## src/rtl/useq_pkg.sv

```systemverilog
package useq_pkg;
  localparam int UPC_W  = 6;
  localparam int OPC_W  = 6;
  localparam int RSEL_W = 3;
  localparam int OP_W   = 2;
  localparam int EXT_W  = 2;

  typedef logic [UPC_W-1:0] upc_t;

  typedef enum logic [2:0] {
    JT_NEXT, JT_SPIN, JT_FETCH, JT_DISP, JT_FEQZ, JT_FNEZ
  } jump_e;

  typedef struct packed {
    logic              ld_ir;
    logic              ld_a;
    logic              ld_b;
    logic              ld_ma;
    logic              en_imm;
    logic              en_alu;
    logic              en_mem;
    logic              en_reg;
    logic              mem_wr;
    logic              reg_wr;
    logic [RSEL_W-1:0] reg_sel;
    logic [OP_W-1:0]   alu_op;
    logic [EXT_W-1:0]  ext_sel;
  } uctl_t;

  localparam logic [RSEL_W-1:0] RS_RS = 3'd0, RS_RT = 3'd1, RS_RD = 3'd2,
                                RS_LINK = 3'd3, RS_PC = 3'd4;
  localparam logic [OP_W-1:0]   OP_ADD = 2'd0, OP_FUNC = 2'd1, OP_INC4 = 2'd2,
                                OP_JOIN = 2'd3;
  localparam logic [EXT_W-1:0]  EX_SEXT = 2'd0, EX_ZERO = 2'd1, EX_SH2 = 2'd2,
                                EX_JT = 2'd3;

  localparam upc_t FETCH_ENTRY = '0;

  function automatic upc_t dispatch_entry(input logic [OPC_W-1:0] opc);
    case (opc)
      6'd0:    return upc_t'(4);
      6'd1:    return upc_t'(7);
      6'd2:    return upc_t'(10);
      6'd3:    return upc_t'(15);
      6'd4:    return upc_t'(20);
      6'd5:    return upc_t'(25);
      6'd6:    return upc_t'(30);
      6'd7:    return upc_t'(33);
      6'd8:    return upc_t'(36);
      6'd9:    return upc_t'(41);
      default: return FETCH_ENTRY;
    endcase
  endfunction
endpackage

```

## src/rtl/ucode_store.sv

```systemverilog
module ucode_store
  import useq_pkg::*;
(
  input  upc_t  addr,
  output uctl_t ctl,
  output jump_e jump
);
  always_comb begin
    ctl = '0;
    case (addr)
      6'd0:                         begin ctl.reg_sel = RS_PC; ctl.en_reg = 1'b1; ctl.ld_ma = 1'b1; end
      6'd1:                         begin ctl.en_mem = 1'b1; ctl.ld_ir = 1'b1; end
      6'd2, 6'd22, 6'd27, 6'd30,
      6'd36, 6'd41:                 begin ctl.reg_sel = RS_PC; ctl.en_reg = 1'b1; ctl.ld_a = 1'b1; end
      6'd3:                         begin ctl.en_alu = 1'b1; ctl.alu_op = OP_INC4; ctl.reg_wr = 1'b1; ctl.reg_sel = RS_PC; end
      6'd4, 6'd7, 6'd10, 6'd15,
      6'd20, 6'd25, 6'd33, 6'd44:   begin ctl.reg_sel = RS_RS; ctl.en_reg = 1'b1; ctl.ld_a = 1'b1; end
      6'd5:                         begin ctl.reg_sel = RS_RT; ctl.en_reg = 1'b1; ctl.ld_b = 1'b1; end
      6'd6:                         begin ctl.en_alu = 1'b1; ctl.alu_op = OP_FUNC; ctl.reg_wr = 1'b1; ctl.reg_sel = RS_RD; end
      6'd8, 6'd11, 6'd16:           begin ctl.en_imm = 1'b1; ctl.ext_sel = EX_SEXT; ctl.ld_b = 1'b1; end
      6'd9:                         begin ctl.en_alu = 1'b1; ctl.alu_op = OP_FUNC; ctl.reg_wr = 1'b1; ctl.reg_sel = RS_RT; end
      6'd12, 6'd17:                 begin ctl.en_alu = 1'b1; ctl.alu_op = OP_ADD; ctl.ld_ma = 1'b1; end
      6'd13:                        begin ctl.en_mem = 1'b1; ctl.reg_wr = 1'b1; ctl.reg_sel = RS_RT; end
      6'd18:                        begin ctl.en_reg = 1'b1; ctl.reg_sel = RS_RT; ctl.mem_wr = 1'b1; end
      6'd23, 6'd28:                 begin ctl.en_imm = 1'b1; ctl.ext_sel = EX_SH2; ctl.ld_b = 1'b1; end
      6'd24, 6'd29, 6'd35, 6'd45:   begin ctl.en_alu = 1'b1; ctl.alu_op = OP_ADD; ctl.reg_wr = 1'b1; ctl.reg_sel = RS_PC; end
      6'd31, 6'd39:                 begin ctl.en_imm = 1'b1; ctl.ext_sel = EX_JT; ctl.ld_b = 1'b1; end
      6'd32, 6'd40:                 begin ctl.en_alu = 1'b1; ctl.alu_op = OP_JOIN; ctl.reg_wr = 1'b1; ctl.reg_sel = RS_PC; end
      6'd34, 6'd37, 6'd42:          begin ctl.en_imm = 1'b1; ctl.ext_sel = EX_ZERO; ctl.ld_b = 1'b1; end
      6'd38, 6'd43:                 begin ctl.en_alu = 1'b1; ctl.alu_op = OP_ADD; ctl.reg_wr = 1'b1; ctl.reg_sel = RS_LINK; end
      default:                      ctl = '0;
    endcase
  end

  always_comb begin
    case (addr)
      6'd1, 6'd13, 6'd18:                          jump = JT_SPIN;
      6'd3:                                        jump = JT_DISP;
      6'd21:                                       jump = JT_FNEZ;
      6'd26:                                       jump = JT_FEQZ;
      6'd6, 6'd9, 6'd14, 6'd19, 6'd24, 6'd29,
      6'd32, 6'd35, 6'd40, 6'd45:                  jump = JT_FETCH;
      default: jump = (addr > upc_t'(45)) ? JT_FETCH : JT_NEXT;
    endcase
  end

  // the store never asks two sources to drive the bus together
  always_comb begin
    p_one_driver_r10: assert ($countones({ctl.en_imm, ctl.en_alu, ctl.en_mem, ctl.en_reg}) <= 1)
      else $error("two bus drivers at micro-address %0d", addr);
  end
endmodule

```

## src/rtl/ucode_next_addr.sv

```systemverilog
module ucode_next_addr
  import useq_pkg::*;
(
  input  upc_t              cur,
  input  jump_e             jump,
  input  logic              busy,
  input  logic              zero,
  input  logic [OPC_W-1:0]  opcode,
  output upc_t              nxt
);
  upc_t inc;
  assign inc = cur + upc_t'(1);

  always_comb begin
    case (jump)
      JT_NEXT:  nxt = inc;
      JT_SPIN:  nxt = busy ? cur : inc;
      JT_FETCH: nxt = FETCH_ENTRY;
      JT_DISP:  nxt = dispatch_entry(opcode);
      JT_FEQZ:  nxt = zero ? FETCH_ENTRY : inc;
      JT_FNEZ:  nxt = zero ? inc : FETCH_ENTRY;
      default:  nxt = FETCH_ENTRY;
    endcase
  end
endmodule

```

## src/rtl/ucode_sequencer.sv

```systemverilog
module ucode_sequencer
  import useq_pkg::*;
(
  input  logic              clk,
  input  logic              rst_n,
  input  logic [OPC_W-1:0]  opcode,
  input  logic              zero,
  input  logic              busy,
  output logic              ld_ir,
  output logic              ld_a,
  output logic              ld_b,
  output logic              ld_ma,
  output logic              en_imm,
  output logic              en_alu,
  output logic              en_mem,
  output logic              en_reg,
  output logic              mem_wr,
  output logic              reg_wr,
  output logic [RSEL_W-1:0] reg_sel,
  output logic [OP_W-1:0]   alu_op,
  output logic [EXT_W-1:0]  ext_sel,
  output logic [UPC_W-1:0]  upc
);
  logic [1:0] rst_sync_q;
  logic       rst_sync_n;
  logic       run_q;
  upc_t       upc_q, upc_d;
  uctl_t      word, ctl;
  jump_e      jump;

  // reset: asserted asynchronously, released on the clock
  always_ff @(posedge clk or negedge rst_n) begin
    if (!rst_n) rst_sync_q <= 2'b00;
    else        rst_sync_q <= {rst_sync_q[0], 1'b1};
  end
  assign rst_sync_n = rst_sync_q[1];

  always_ff @(posedge clk or negedge rst_sync_n) begin
    if (!rst_sync_n) run_q <= 1'b0;
    else             run_q <= 1'b1;
  end

  ucode_store u_store (.addr(upc_q), .ctl(word), .jump(jump));

  ucode_next_addr u_next (
    .cur(upc_q), .jump(jump), .busy(busy), .zero(zero),
    .opcode(opcode), .nxt(upc_d)
  );

  always_ff @(posedge clk or negedge rst_sync_n) begin
    if (!rst_sync_n)  upc_q <= FETCH_ENTRY;
    else if (run_q)   upc_q <= upc_d;
  end

  assign ctl = run_q ? word : '0;

  assign ld_ir   = ctl.ld_ir;
  assign ld_a    = ctl.ld_a;
  assign ld_b    = ctl.ld_b;
  assign ld_ma   = ctl.ld_ma;
  assign en_imm  = ctl.en_imm;
  assign en_alu  = ctl.en_alu;
  assign en_mem  = ctl.en_mem;
  assign en_reg  = ctl.en_reg;
  assign mem_wr  = ctl.mem_wr;
  assign reg_wr  = ctl.reg_wr;
  assign reg_sel = ctl.reg_sel;
  assign alu_op  = ctl.alu_op;
  assign ext_sel = ctl.ext_sel;
  assign upc     = upc_q;

  p_start_at_fetch_r1: assert property (@(posedge clk) disable iff (!rst_sync_n)
    $rose(run_q) |-> upc_q == FETCH_ENTRY);

  p_step_inc_r2: assert property (@(posedge clk) disable iff (!rst_sync_n)
    (run_q && jump == JT_NEXT) |=> upc_q == upc_t'($past(upc_q) + upc_t'(1)));

  p_spin_hold_r3: assert property (@(posedge clk) disable iff (!rst_sync_n)
    (run_q && jump == JT_SPIN && busy) |=> $stable(upc_q));

  p_return_fetch_r4: assert property (@(posedge clk) disable iff (!rst_sync_n)
    (run_q && jump == JT_FETCH) |=> upc_q == FETCH_ENTRY);

  p_fnez_miss_r6: assert property (@(posedge clk) disable iff (!rst_sync_n)
    (run_q && jump == JT_FNEZ && !zero) |=> upc_q == FETCH_ENTRY);

  p_feqz_hit_r6: assert property (@(posedge clk) disable iff (!rst_sync_n)
    (run_q && jump == JT_FEQZ && zero) |=> upc_q == FETCH_ENTRY);
endmodule

```

## config.mk

```make
export PLATFORM = sky130hd
export DESIGN_NAME = ucode_sequencer
export DESIGN_NICKNAME = d
export VERILOG_FILES = /design/src/rtl/useq_pkg.sv /design/src/rtl/ucode_store.sv /design/src/rtl/ucode_next_addr.sv /design/src/rtl/ucode_sequencer.sv
export SDC_FILE = /design/constraint.sdc
export NUM_CORES = 1
export LEC_CHECK = 0
export BUFFER_PORTS_ARGS = -buffer_cell sky130_fd_sc_hd__buf_2
export CAP_MARGIN = 25
export CORE_MARGIN = 5
export CORE_UTILIZATION = 59
export CTS_CLUSTER_DIAMETER = 80
export DETAILED_ROUTE_END_ITERATION = 16
export PLACE_DENSITY = 0.86
export RECOVER_POWER = 50
export SLEW_MARGIN = 10
export SYNTH_ARGS = -nofsm -noshare
export SYNTH_HDL_FRONTEND = slang
export SYNTH_SLANG_ARGS = --single-unit
```

## constraint.sdc

```tcl
create_clock -name clk -period 3.15 [get_ports clk]
set_input_delay 0.315 -clock clk [delete_from_list [all_inputs] [get_ports clk]]
set_output_delay 0.315 -clock clk [all_outputs]
set_load 0.01 [all_outputs]
```

Word-level counts from Yosys, hierarchy flattened
Memory sizes are Yosys's and may differ from the RTL's.
Index checks and enable logic that the tools add are counted.
{"block": "totals", "out_inout_bits": 23, "rom_bits": 96, "elab_cells": 99, "mem_count": 1, "ff_bits": 9}
{"name": "(no name shown)", "words": 16, "width": 6, "read_ports": 1, "rd_ports_with_merged_regs": 0, "write_ports": 0, "line": "useq_pkg.sv:40", "text": "case (opc)"}
{"block": "classes", "n_mux": 21, "add_sub_neg": 1, "n_reduce_logical": 22, "magnitude_cmp": 1, "eq_ne": 50}
{"operator": "$eq 6x5->1 const B", "count": 16}
{"operator": "$eq 6x6->1 const B", "count": 14}
{"operator": "$eq 6x4->1 const B", "count": 8}
{"operator": "$pmux 6 s5", "count": 1}
{"operator": "$reduce_or 14->1", "count": 2}
{"operator": "$eq 6x3->1 const B", "count": 4}
{"operator": "$mux 6", "count": 4}
{"operator": "$reduce_or 10->1", "count": 2}
{"operator": "$mux 17", "count": 1}
{"operator": "$reduce_or 17->1", "count": 1}
{"operator": "$pmux 3 s5", "count": 1}
{"operator": "$reduce_or 13->1", "count": 1}
{"operator": "$eq 6x2->1 const B", "count": 2}
{"operator": "$pmux 2 s3", "count": 2}
{"operator": "$pmux 3 s4", "count": 1}
{"operator": "$reduce_or 12->1", "count": 1}
{"operator": "$reduce_or 2->1", "count": 6}
{"operator": "$reduce_or 11->1", "count": 1}
{"operator": "$mux 1", "count": 10}
{"operator": "$reduce_or 3->1", "count": 3}
{"operator": "$add 6x1->6 const B", "count": 1}
{"operator": "$eq 3x3->1 const B", "count": 2}
{"operator": "$eq 6x1->1 const B", "count": 1}
{"operator": "$gt 6x6->1 const B", "count": 1}
{"operator": "9 further kinds", "count": 9}

Logic depth before layout (Yosys ltp)
Gate-level depths: netlist (run 1).
{"block": "depth", "word_depth": 6, "depth_mapped": 9}

Modules after synthesis
Synthesis (run 1) repeated with hierarchy kept, for this count alone.
{"block": "unflattened", "hier_cells": 235, "area_unflattened_um2": 1762.9}
{"mod": "ucode_store", "cells_per_inst": 147, "seq_area_each_um2": 0.0, "area_per_inst_um2": 945.9, "instances": 1}
{"mod": "ucode_sequencer", "cells_per_inst": 35, "seq_area_each_um2": 225.2, "area_per_inst_um2": 439.2, "instances": 1}
{"mod": "ucode_next_addr", "cells_per_inst": 53, "seq_area_each_um2": 0.0, "area_per_inst_um2": 377.9, "instances": 1}

Worst setup path after synthesis (run 1)
Ideal clock, no wire load.
{"block": "synth_path", "kind": "register -> register", "start": "register upc_q[0], in the netlist upc[0]", "end": "register upc_q[4], in the netlist upc[4]", "t_required_ns": 3.017, "setup_slack_ns": 0.748, "t_arrival_ns": 2.269, "path_stages_with_launch": 9, "setup_time_ns": 0.133, "cell_sequence": "dfrtp_1 inv_1 ha_1 and4b_1 o32a_1 a2111oi_4 nand3_2 o211ai_2 o221ai_2"}
{"block": "synth_between", "elab_chain_len": 6}
{"item": "start: declaration", "line": "ucode_sequencer.sv:27", "text": "upc_t upc_q, upc_d;"}
{"item": "start signal: assignment", "line": "ucode_sequencer.sv:52", "text": "else if (run_q) upc_q <= upc_d;"}
{"item": "$gt 6x6->1 (tied with other cells)", "line": "ucode_store.sv:43", "text": "default: jump = (addr > upc_t'(45)) ? JT_FETCH : JT_NEXT;"}
{"item": "$mux 2 (tied with other cells)", "line": "ucode_store.sv:43"}
{"item": "$pmux 3 s5", "line": "ucode_store.sv:36", "text": "case (addr)"}
{"item": "$eq 3x1->1", "line": "ucode_next_addr.sv:15", "text": "case (jump)"}
{"item": "$ne 2x2->1 (no source line)"}
{"item": "$reduce_and 2->1 (no source line)"}
Several ways; a longest one is shown, not always the timed one. The select of a mux whose other input is x is not followed.
A chain may end at the register's enable or synchronous reset.

Worst setup path in the final report (run 1)
{"block": "layout_path", "start": "register upc_q[1], in the netlist upc[1]", "end": "output reg_wr"}
{"block": "layout_between", "elab_chain_len": 4}
{"item": "$eq 6x6->1 (tied with other cells)", "line": "ucode_store.sv:10", "text": "case (addr)"}
{"item": "$reduce_or 12->1 (no source line) (*)"}
{"item": "$mux 1 (*)", "line": "ucode_store.sv:10"}
{"item": "$mux 17 (*)", "line": "ucode_sequencer.sv:55", "text": "assign ctl = run_q ? word : '0;"}
{"item": "end: declaration", "line": "ucode_sequencer.sv:18", "text": "output logic reg_wr,"}
Every way passes the cells marked *; elsewhere a longest branch is shown, timed or not.

==> out/metrics.yaml, run 1 <==
cts:
  path_clk_slew_ns: 0.06
  clock_latency_ns: 0.26
  cts_max_level: 1
  cts_setup_buffers: 0
  cts_tree: "built"
  cts_root_buf: "clkbuf_4"
  hold_buffers: 1
  cts_buffers: 3
  cts_resized: 0
  clock-sinks: 9
  clockBufferDepth: 2
synthesis:
  syn-instance-count: 203
  synthesis.area_sq_mm: 0.001506
  ys.flop_type: "dfrtp_1"
  ys_seq_area_share_pct: 14.95
  yosys.cell_types.count: 54
  synth-edff-count: 0
  synth-seq-cells: 9
  yosysWarnings: 0
  async_flop_share_pct: 100.0
  syn_avg_cell_area_sq_um: 7.421
sta:
  rsz0062_at_grt: "false"
  period_minus_slack_ns: 2.895
  tightest_slew_ns: 0.6976
  post-route-period-util_pct: 91.89
  final-setup-viol-count: 0
  drv_slew: 0
  max-slew-margin-rel_pct: 53.49
  skew_ns: 0.008669
  final_hold_viol_count: 0
  max_freq_mhz: 345.5
  setup_tns_ns: 0
placed_design:
  place.gp.congestion: 0.9589
  port_buffers: 32
  dp_hpwl_um: 3105
  placed_cell_area_sq_mm: 0.001655
  dp_cells: 253
final_layout:
  final_cell_mix: "nor2_1, buf_2, nand2_1"
  drive_gt1_share_pct: 17.11
  multi_input_area_sq_mm: 0.001160
  final_util_pct: 68.20
  final_cell_area_sq_mm: 0.001674
  final_nets: 249
  layout_commonest_cell: "nor2_1"
  nFillCells: 221
  syn2layout_area_growth_pct: 11.13
  register_area_sq_um: 225.2
  n_antenna_cell: 0
  final_cells: 258
grt:
  grtUsageTotal_pct: 23.08
  antenna_found_initial: 0
  grt_first_pass_wirelength_um: 6610
  grt_pass1_vias: 1503
  grt_max_degree: 22
  grt.overflow.total: 0
power:
  pwr-share-seq_pct: 17.8
  pwr-share-comb_pct: 75.5
  powerDensity_mw_per_mm2: 778.3
  p_leak_uw: 0.0007350
  switching_share_pct: 54.70
  p_switching_uw: 712.7
  p_int_uw: 590.2
  p_total_uw: 1303
  ir_worst_vdd_v: 0.0005312
  clock_power_share_pct: 6.7
hold_path:
  holdCritPathClass: "reg2async"
critical_path:
  crit-reg2reg-capture: "upc[0]$_DFFE_PN0P_"
  rr_worst_depth: 8
  crit_required_ns: 2.83
  crit_arrival_ns: 2.58
  rrSetupSlack_ns: 0.42
  rr_startpoint: "upc[1]$_DFFE_PN0P_"
  start_kind: "register"
  slowest_stage: "a211oi_1"
  worstSetupEndpoint: "reg_wr"
  max_stage_delay_ns: 0.49
  endpoint_kind: "primary output"
  cp.buffers_inverters: 2
  cp.depth: 8
  crit_path_max_fanout: 11
  cp-startpoint: "upc[1]$_DFFE_PN0P_"
  worstPathCellList: "inv_1 -> ha_1 -> mux2i_1 -> o22ai_2 -> a211oi_1 -> nand2b_1 -> o21a_1 -> buf_2"
  worstSetupPathType: "reg2out"
  crit_family: "compound AO/OA/AOI/OAI gates"
route:
  first_iter_violations: 154
  first_pass_iters: 5
  drc_errors: 0
  viasPerCell: 6.434
  ant_nets: 0
  totalWireLength_um: 4129
  wl_per_cell_um: 16.00
  vias: 1660
die:
  rows: 18
  num_io_pins: 33
  die_y_um: 60.53
  core_sq_mm: 0.002455
  dieArea_sq_mm: 0.003664
  die_w_um: 60.53
  initial_core_util_pct: 61.37
run_status:
  status: "finished clean"
job:
  cap_violations: 0
[worst min path at each step]
stage / to
after floorplan: rst_sync_q[0]$_DFF_PN0_
after global placement: rst_sync_q[0]$_DFF_PN0_
after detailed placement: rst_sync_q[0]$_DFF_PN0_
after CTS: upc[3]$_DFFE_PN0P_
after global routing: upc[5]$_DFFE_PN0P_
final: upc[3]$_DFFE_PN0P_
[Yosys cell counts (2+ instances only)]
cell type	n	area, sq um
nor4bb_1	2	20.02
buf_2	6	30.03
a22o_1	3	26.28
nand3_1	5	25.02
mux2i_1	3	30.03
nand3b_1	6	45.04
and4b_1	2	20.02
a21oi_1	16	80.08
nor4_1	4	25.02
ha_1	10	125.1
nor3_1	2	10.01
buf_1	3	11.26
nor2_1	26	97.59
inv_1	8	30.03
a211oi_1	4	30.03
nand2_1	17	63.81
nor2b_1	3	18.77
a32oi_1	5	43.79
a31oi_1	7	43.79
buf_6	2	22.52
o22ai_1	2	12.51
nor3b_1	4	30.03
o2bb2ai_1	5	43.79
xnor2_1	2	17.52
clkbuf_1	7	26.28
o21ai_0	7	35.03
nand2b_1	5	31.28
dfrtp_1	9	225.2
and3_1	3	18.77
[power groups by stage]
stage	logic [uW]	clock network, uW	registers (uW)
5_1_grt	1070	95.0	239
3_5_place_dp	971	0	231
4_1_cts	976	89.8	229
2_1_floorplan	784	0	190
6_report	983	87.9	232
3_3_place_gp	954	0	230
[cells by family after synthesis]
logic type | after synthesis | synth area share [%]
compound gates | 65 | 32.73
xor+xnor | 3 | 1.745
fa+ha+maj | 10 | 8.306
buf+inv | 26 | 7.974
flops | 9 | 14.95
mux | 3 | 1.993
other cells | 1 | 0.2489
simple gates | 86 | 32.06
[registers in the layout, summed over array words and instances (netlist names)]
register and cells:
upc 6, rst_sync_q 2, run_q 1
[metrics by stage]
| step | setup WS (ns) | hold WS [ns] |
|---|---|---|
| finish | 0.2554 | 0.1007 |
| detailed placement | 0.4894 | 0.1016 |
| floorplan | 0.7482 | 0.01941 |
| CTS | 0.3313 | 0.1136 |
| global route | 0.09596 | 0.1441 |
| global placement | 0.5358 | 0.1020 |
[cell type report]
| cell class | count | share of cell area (%) |
|---|---|---|
| Clock buffer | 4 | 1.570 |
| Inverter | 8 | 1.794 |
| Timing Repair Buffer | 38 | 11.66 |
| Sequential cell | 9 | 13.45 |
| Multi-Input combinational cell | 169 | 69.28 |
| Tap cell | 30 | 2.242 |
[routing by layer]
metal | vias up | GRT usage, % | share of wire, %
met5 | - | 0 | 0
met1 | 748 | 28.24 | 42
li1 | 807 | - | -
met2 | 94 | 41.36 | 48
met4 | 0 | 7.740 | 2.0
met3 | 11 | 3.404 | 7.5
(Power assumes the default switching activity.)
==> inputs of run 2 (changes only) <==
--- a/config.mk
+++ b/config.mk
@@ -8,10 +8,11 @@
 export BUFFER_PORTS_ARGS = -buffer_cell sky130_fd_sc_hd__buf_2
 export CAP_MARGIN = 25
 export CORE_MARGIN = 5
-export CORE_UTILIZATION = 59
+export CORE_UTILIZATION = 60
+export CTS_BUF_LIST = sky130_fd_sc_hd__clkbuf_8
 export CTS_CLUSTER_DIAMETER = 80
 export DETAILED_ROUTE_END_ITERATION = 16
-export PLACE_DENSITY = 0.86
+export PLACE_DENSITY = 0.87
 export RECOVER_POWER = 50
 export SLEW_MARGIN = 10
 export SYNTH_ARGS = -nofsm -noshare
==> out/metrics.yaml, run 2 (same netlist as run 1, synthesis figures left out) <==
sta:
  final-setup-viol-count: 0
  max_freq_mhz: 347.7
  post-route-period-util_pct: 91.32
  final_hold_viol_count: 0
  skew_ns: 0.003874
  setup_tns_ns: 0
  max-slew-margin-rel_pct: 53.77
  drv_slew: 0
  whs_ns: 0.09706
  period_minus_slack_ns: 2.876
  rsz0062_at_grt: "false"
  tightest_slew_ns: 0.6935
critical_path:
  slowest_stage: "a211oi_1"
  max_stage_delay_ns: 0.48
  rr_worst_depth: 8
  start_kind: "register"
  crit-reg2reg-capture: "upc[4]$_DFFE_PN0P_"
  rrSetupSlack_ns: 0.38
  worstPathCellList: "inv_1 -> ha_1 -> mux2i_1 -> o22ai_2 -> a211oi_1 -> nand2b_1 -> o21a_1 -> buf_2"
  worstSetupPathType: "reg2out"
  crit_path_max_fanout: 10
  crit_required_ns: 2.83
  rr_startpoint: "upc[0]$_DFFE_PN0P_"
  endpoint_kind: "primary output"
  crit_arrival_ns: 2.56
cts:
  clock_latency_ns: 0.23
  cts_buffers: 3
  path_clk_slew_ns: 0.04
  cts_root_buf: "clkbuf_8"
  cts_resized: 0
  clock-sinks: 9
  clockBufferDepth: 2
  cts_max_level: 1
  cts_tree: "built"
run_status:
  status: "finished clean"
die:
  num_io_pins: 33
  core_sq_mm: 0.002432
  dieArea_sq_mm: 0.003613
  die_w_um: 60.11
  initial_core_util_pct: 61.93
  die_y_um: 60.11
  rows: 18
route:
  vias: 1622
  drc_errors: 0
  first_pass_iters: 4
  ant_nets: 0
  first_iter_violations: 93
  viasPerCell: 6.287
  wl_per_cell_um: 15.51
  totalWireLength_um: 4002
final_layout:
  final_nets: 249
  n_antenna_cell: 0
  largest_register_ffs: 6
  drive_gt1_share_pct: 16.67
  final_cell_mix: "nor2_1, buf_2, nand2_1"
  syn2layout_area_growth_pct: 12.13
  layout_commonest_cell: "nor2_1"
grt:
  met2_usage_pct: 42.90
  grt.overflow.total: 0
  met1_usage_pct: 29.96
  grt_max_degree: 21
  busiest_layer: "met2"
  grt_pass1_vias: 1586
  use_met3_pct: 3.672
  grtUsageTotal_pct: 24.15
  antenna_found_initial: 0
  grt_first_pass_wirelength_um: 6955
power:
  ir_worst_vdd_v: 0.0006348
  p_leak_uw: 0.0007427
  powerDensity_mw_per_mm2: 788.9
placed_design:
  dp_hpwl_um: 2961
  port_buffers: 32
  place.gp.congestion: 0.9165
job:
  cap_violations: 0
hold_path:
  holdCritPathClass: "reg2async"
-- run 2: worst max-delay path by stage --
stage | from | end | depth (start not counted)
4_1_cts | upc[0]$_DFFE_PN0P_ | reg_wr | 8
5_1_grt | upc[0]$_DFFE_PN0P_ | en_alu | 9
6_report | upc[0]$_DFFE_PN0P_ | reg_wr | 8
2_1_floorplan | upc[0]$_DFFE_PN0P_ | upc[4]$_DFFE_PN0P_ | 8
3_3_place_gp | upc[0]$_DFFE_PN0P_ | upc[4]$_DFFE_PN0P_ | 8
3_5_place_dp | upc[0]$_DFFE_PN0P_ | upc[4]$_DFFE_PN0P_ | 8
-- run 2: layer usage --
metal  up-vias  part of all wire, %
met1       758                   44
met5         -                    0
li1        797                    -
met4         0                  1.1
met2        61                   49
met3         6                  6.5
-- run 2: final cells by class --
type                    count  area, sq um
clock buffers               3        41.29
clock inverters             1        3.754
fillers                   218        743.2
inverters                   8        30.03
multi-input cells         169         1160
flip-flops and latches      9        225.2
well taps                  30        37.54
repair buffers             38        191.4
-- run 2: repair_timing --
item | in CTS | in global routing
setup buffers | 0 | 0
hold buffers | 1 | 0
endpoints found under the hold margin | 2 | 0
-- run 2: stage by stage --
stage	area [sq um]	cells	util (%)	setup slack (ns)	power [uW]
2_1_floorplan	1510	204	-	0.7482	974.0
3_3_place_gp	1655	253	68.06	0.4692	1189
3_5_place_dp	1655	253	68.06	0.4458	1205
4_1_cts	1710	258	70.32	0.3119	1340
5_1_grt	1689	258	69.44	0.09809	1455
6_report	1689	258	69.44	0.2735	1333
-- run 2: report_power, final --
| group | leakage (uW) | switching (uW) | internal, uW | total (uW) |
|---|---|---|---|---|
| clock | 0.0000269 | 41.7 | 84.5 | 126 |
| combinational | 0.000606 | 576 | 394 | 971 |
| sequential | 0.000110 | 90.4 | 145 | 236 |
-- run 2: worst max-delay path: cells and delay by family, from the launching register on --
family                     cells  cell delay, ns
buffers and inverters          2            0.29
and+or+nand+nor                1            0.14
muxes                          1            0.26
adders and majority gates      1            0.36
AOI/OAI and AO/OA              3            0.86
DFF                            1            0.43
==> inputs of run 3 (changes only) <==
--- a/config.mk
+++ b/config.mk
@@ -5,7 +5,7 @@
 export SDC_FILE = /design/constraint.sdc
 export NUM_CORES = 1
 export LEC_CHECK = 0
-export BUFFER_PORTS_ARGS = -buffer_cell sky130_fd_sc_hd__buf_2
+export BUFFER_PORTS_ARGS = -buffer_cell sky130_fd_sc_hd__clkbuf_2
 export CAP_MARGIN = 25
 export CORE_MARGIN = 5
 export CORE_UTILIZATION = 60
==> out/metrics.yaml, run 3 (same netlist as run 1, synthesis figures left out) <==
run_status:
  status: "finished clean"
grt:
  busiest_layer: "met2"
  met2_usage_pct: 42.90
  antenna_found_initial: 0
  grt_pass1_vias: 1555
  met1_usage_pct: 31.26
  grt_first_pass_wirelength_um: 7058
  grtUsageTotal_pct: 24.55
  grt_max_degree: 20
  use_met3_pct: 2.376
  grt.overflow.total: 0
final_layout:
  final_cell_mix: "nor2_1, clkbuf_2, nand2_1"
  largest_register_ffs: 6
  final_cell_area_sq_mm: 0.001692
  n_antenna_cell: 0
  layout_commonest_cell: "nor2_1"
  drive_gt1_share_pct: 16.67
  syn2layout_area_growth_pct: 12.29
  final_util_pct: 69.55
  final_nets: 249
route:
  first_pass_iters: 4
  vias: 1679
  viasPerCell: 6.508
  totalWireLength_um: 4171
  ant_nets: 0
  drc_errors: 0
  first_iter_violations: 99
  wl_per_cell_um: 16.17
hold_path:
  holdCritPathClass: "reg2async"
cts:
  path_clk_slew_ns: 0.05
  cts_root_buf: "clkbuf_8"
  clockBufferDepth: 2
  clock-sinks: 9
  cts_resized: 0
  cts_buffers: 3
  cts_max_level: 1
  clock_latency_ns: 0.23
  cts_tree: "built"
sta:
  final-setup-viol-count: 0
  drv_slew: 0
  skew_ns: 0.002890
  period_minus_slack_ns: 2.860
  setup_tns_ns: 0
  max-slew-margin-rel_pct: 53.55
  max_freq_mhz: 349.6
  final_hold_viol_count: 0
  post-route-period-util_pct: 90.81
  tightest_slew_ns: 0.6968
  rsz0062_at_grt: "false"
die:
  dieArea_sq_mm: 0.003613
  die_y_um: 60.11
  num_io_pins: 33
  die_w_um: 60.11
  core_sq_mm: 0.002432
  rows: 18
  initial_core_util_pct: 61.93
critical_path:
  crit_required_ns: 2.83
  worstPathCellList: "inv_1 -> ha_1 -> mux2i_1 -> o22ai_2 -> a211oi_1 -> nand2b_1 -> o21a_1 -> clkbuf_2"
  slowest_stage: "a211oi_1"
  endpoint_kind: "primary output"
  crit_path_max_fanout: 10
  worstSetupPathType: "reg2out"
  start_kind: "register"
  max_stage_delay_ns: 0.47
  crit_arrival_ns: 2.55
power:
  ir_worst_vdd_v: 0.0005972
  powerDensity_mw_per_mm2: 801.2
  p_leak_uw: 0.0007321
job:
  cap_violations: 0
placed_design:
  port_buffers: 32
  place.gp.congestion: 0.8984
  placed_cell_area_sq_mm: 0.001655
  dp_hpwl_um: 3001
run 3: path summary, 6_finish.rpt:
check                                        start                 endpoint  slack (ns)  depth (start not counted)
min reg2reg                rst_sync_q[1]$_DFF_PN0_       upc[5]$_DFFE_PN0P_        0.11                          0
max in group asynchronous                    rst_n  rst_sync_q[1]$_DFF_PN0_        2.62                          2
max                             upc[0]$_DFFE_PN0P_                   reg_wr        0.29                          8
max reg2reg                     upc[0]$_DFFE_PN0P_       upc[1]$_DFFE_PN0P_        0.34                          8
min in group clk           rst_sync_q[0]$_DFF_PN0_  rst_sync_q[1]$_DFF_PN0_        0.35                          0
min                        rst_sync_q[1]$_DFF_PN0_       upc[5]$_DFFE_PN0P_        0.11                          0
run 3: worst max-delay path, delay by kind of cell (launching register included):
family / cells / cell delay, ns
mux: 1 / 0.26
flops: 1 / 0.43
fa+ha+maj: 1 / 0.37
simple gates: 1 / 0.14
compound gates: 3 / 0.83
buf+inv: 2 / 0.28
run 3: repair_timing:
action,4_1_cts,5_1_grt
endpoints found under the hold margin,2,0
buffers inserted,0,0
hold buffers,1,0
run 3: power by group:
| group | switching (uW) | total, uW | leakage, uW | internal, uW |
|---|---|---|---|---|
| clock | 44.9 | 130 | 0.0000269 | 84.8 |
| sequential | 92.2 | 238 | 0.000110 | 145 |
| combinational | 592 | 988 | 0.000595 | 396 |
run 3: layout make-up:
cell class	count	area (sq um)
fill	225	740.7
tap	30	37.54
clock buffer	3	41.29
multi-input combinational	169	1160
clock inverter	1	3.754
timing repair buffer	38	193.9
sequential	9	225.2
inverter	8	30.03
run 3: per-layer routing:
metal,part of all wire [%],wire [um]
met4,1.6,65
met3,7.3,305
met2,50,2067
met5,0,0
met1,42,1731
run 3: per-stage QoR:
step | cells | setup slack, ns | power, uW | hold slack (ns)
finish | 258 | 0.2896 | 1355 | 0.1139
global route | 258 | 0.09642 | 1470 | 0.1374
CTS | 258 | 0.3292 | 1355 | 0.1156
detailed placement | 253 | 0.4365 | 1214 | 0.1008
global placement | 253 | 0.4998 | 1192 | 0.1025
floorplan | 204 | 0.7482 | 974.0 | 0.01941
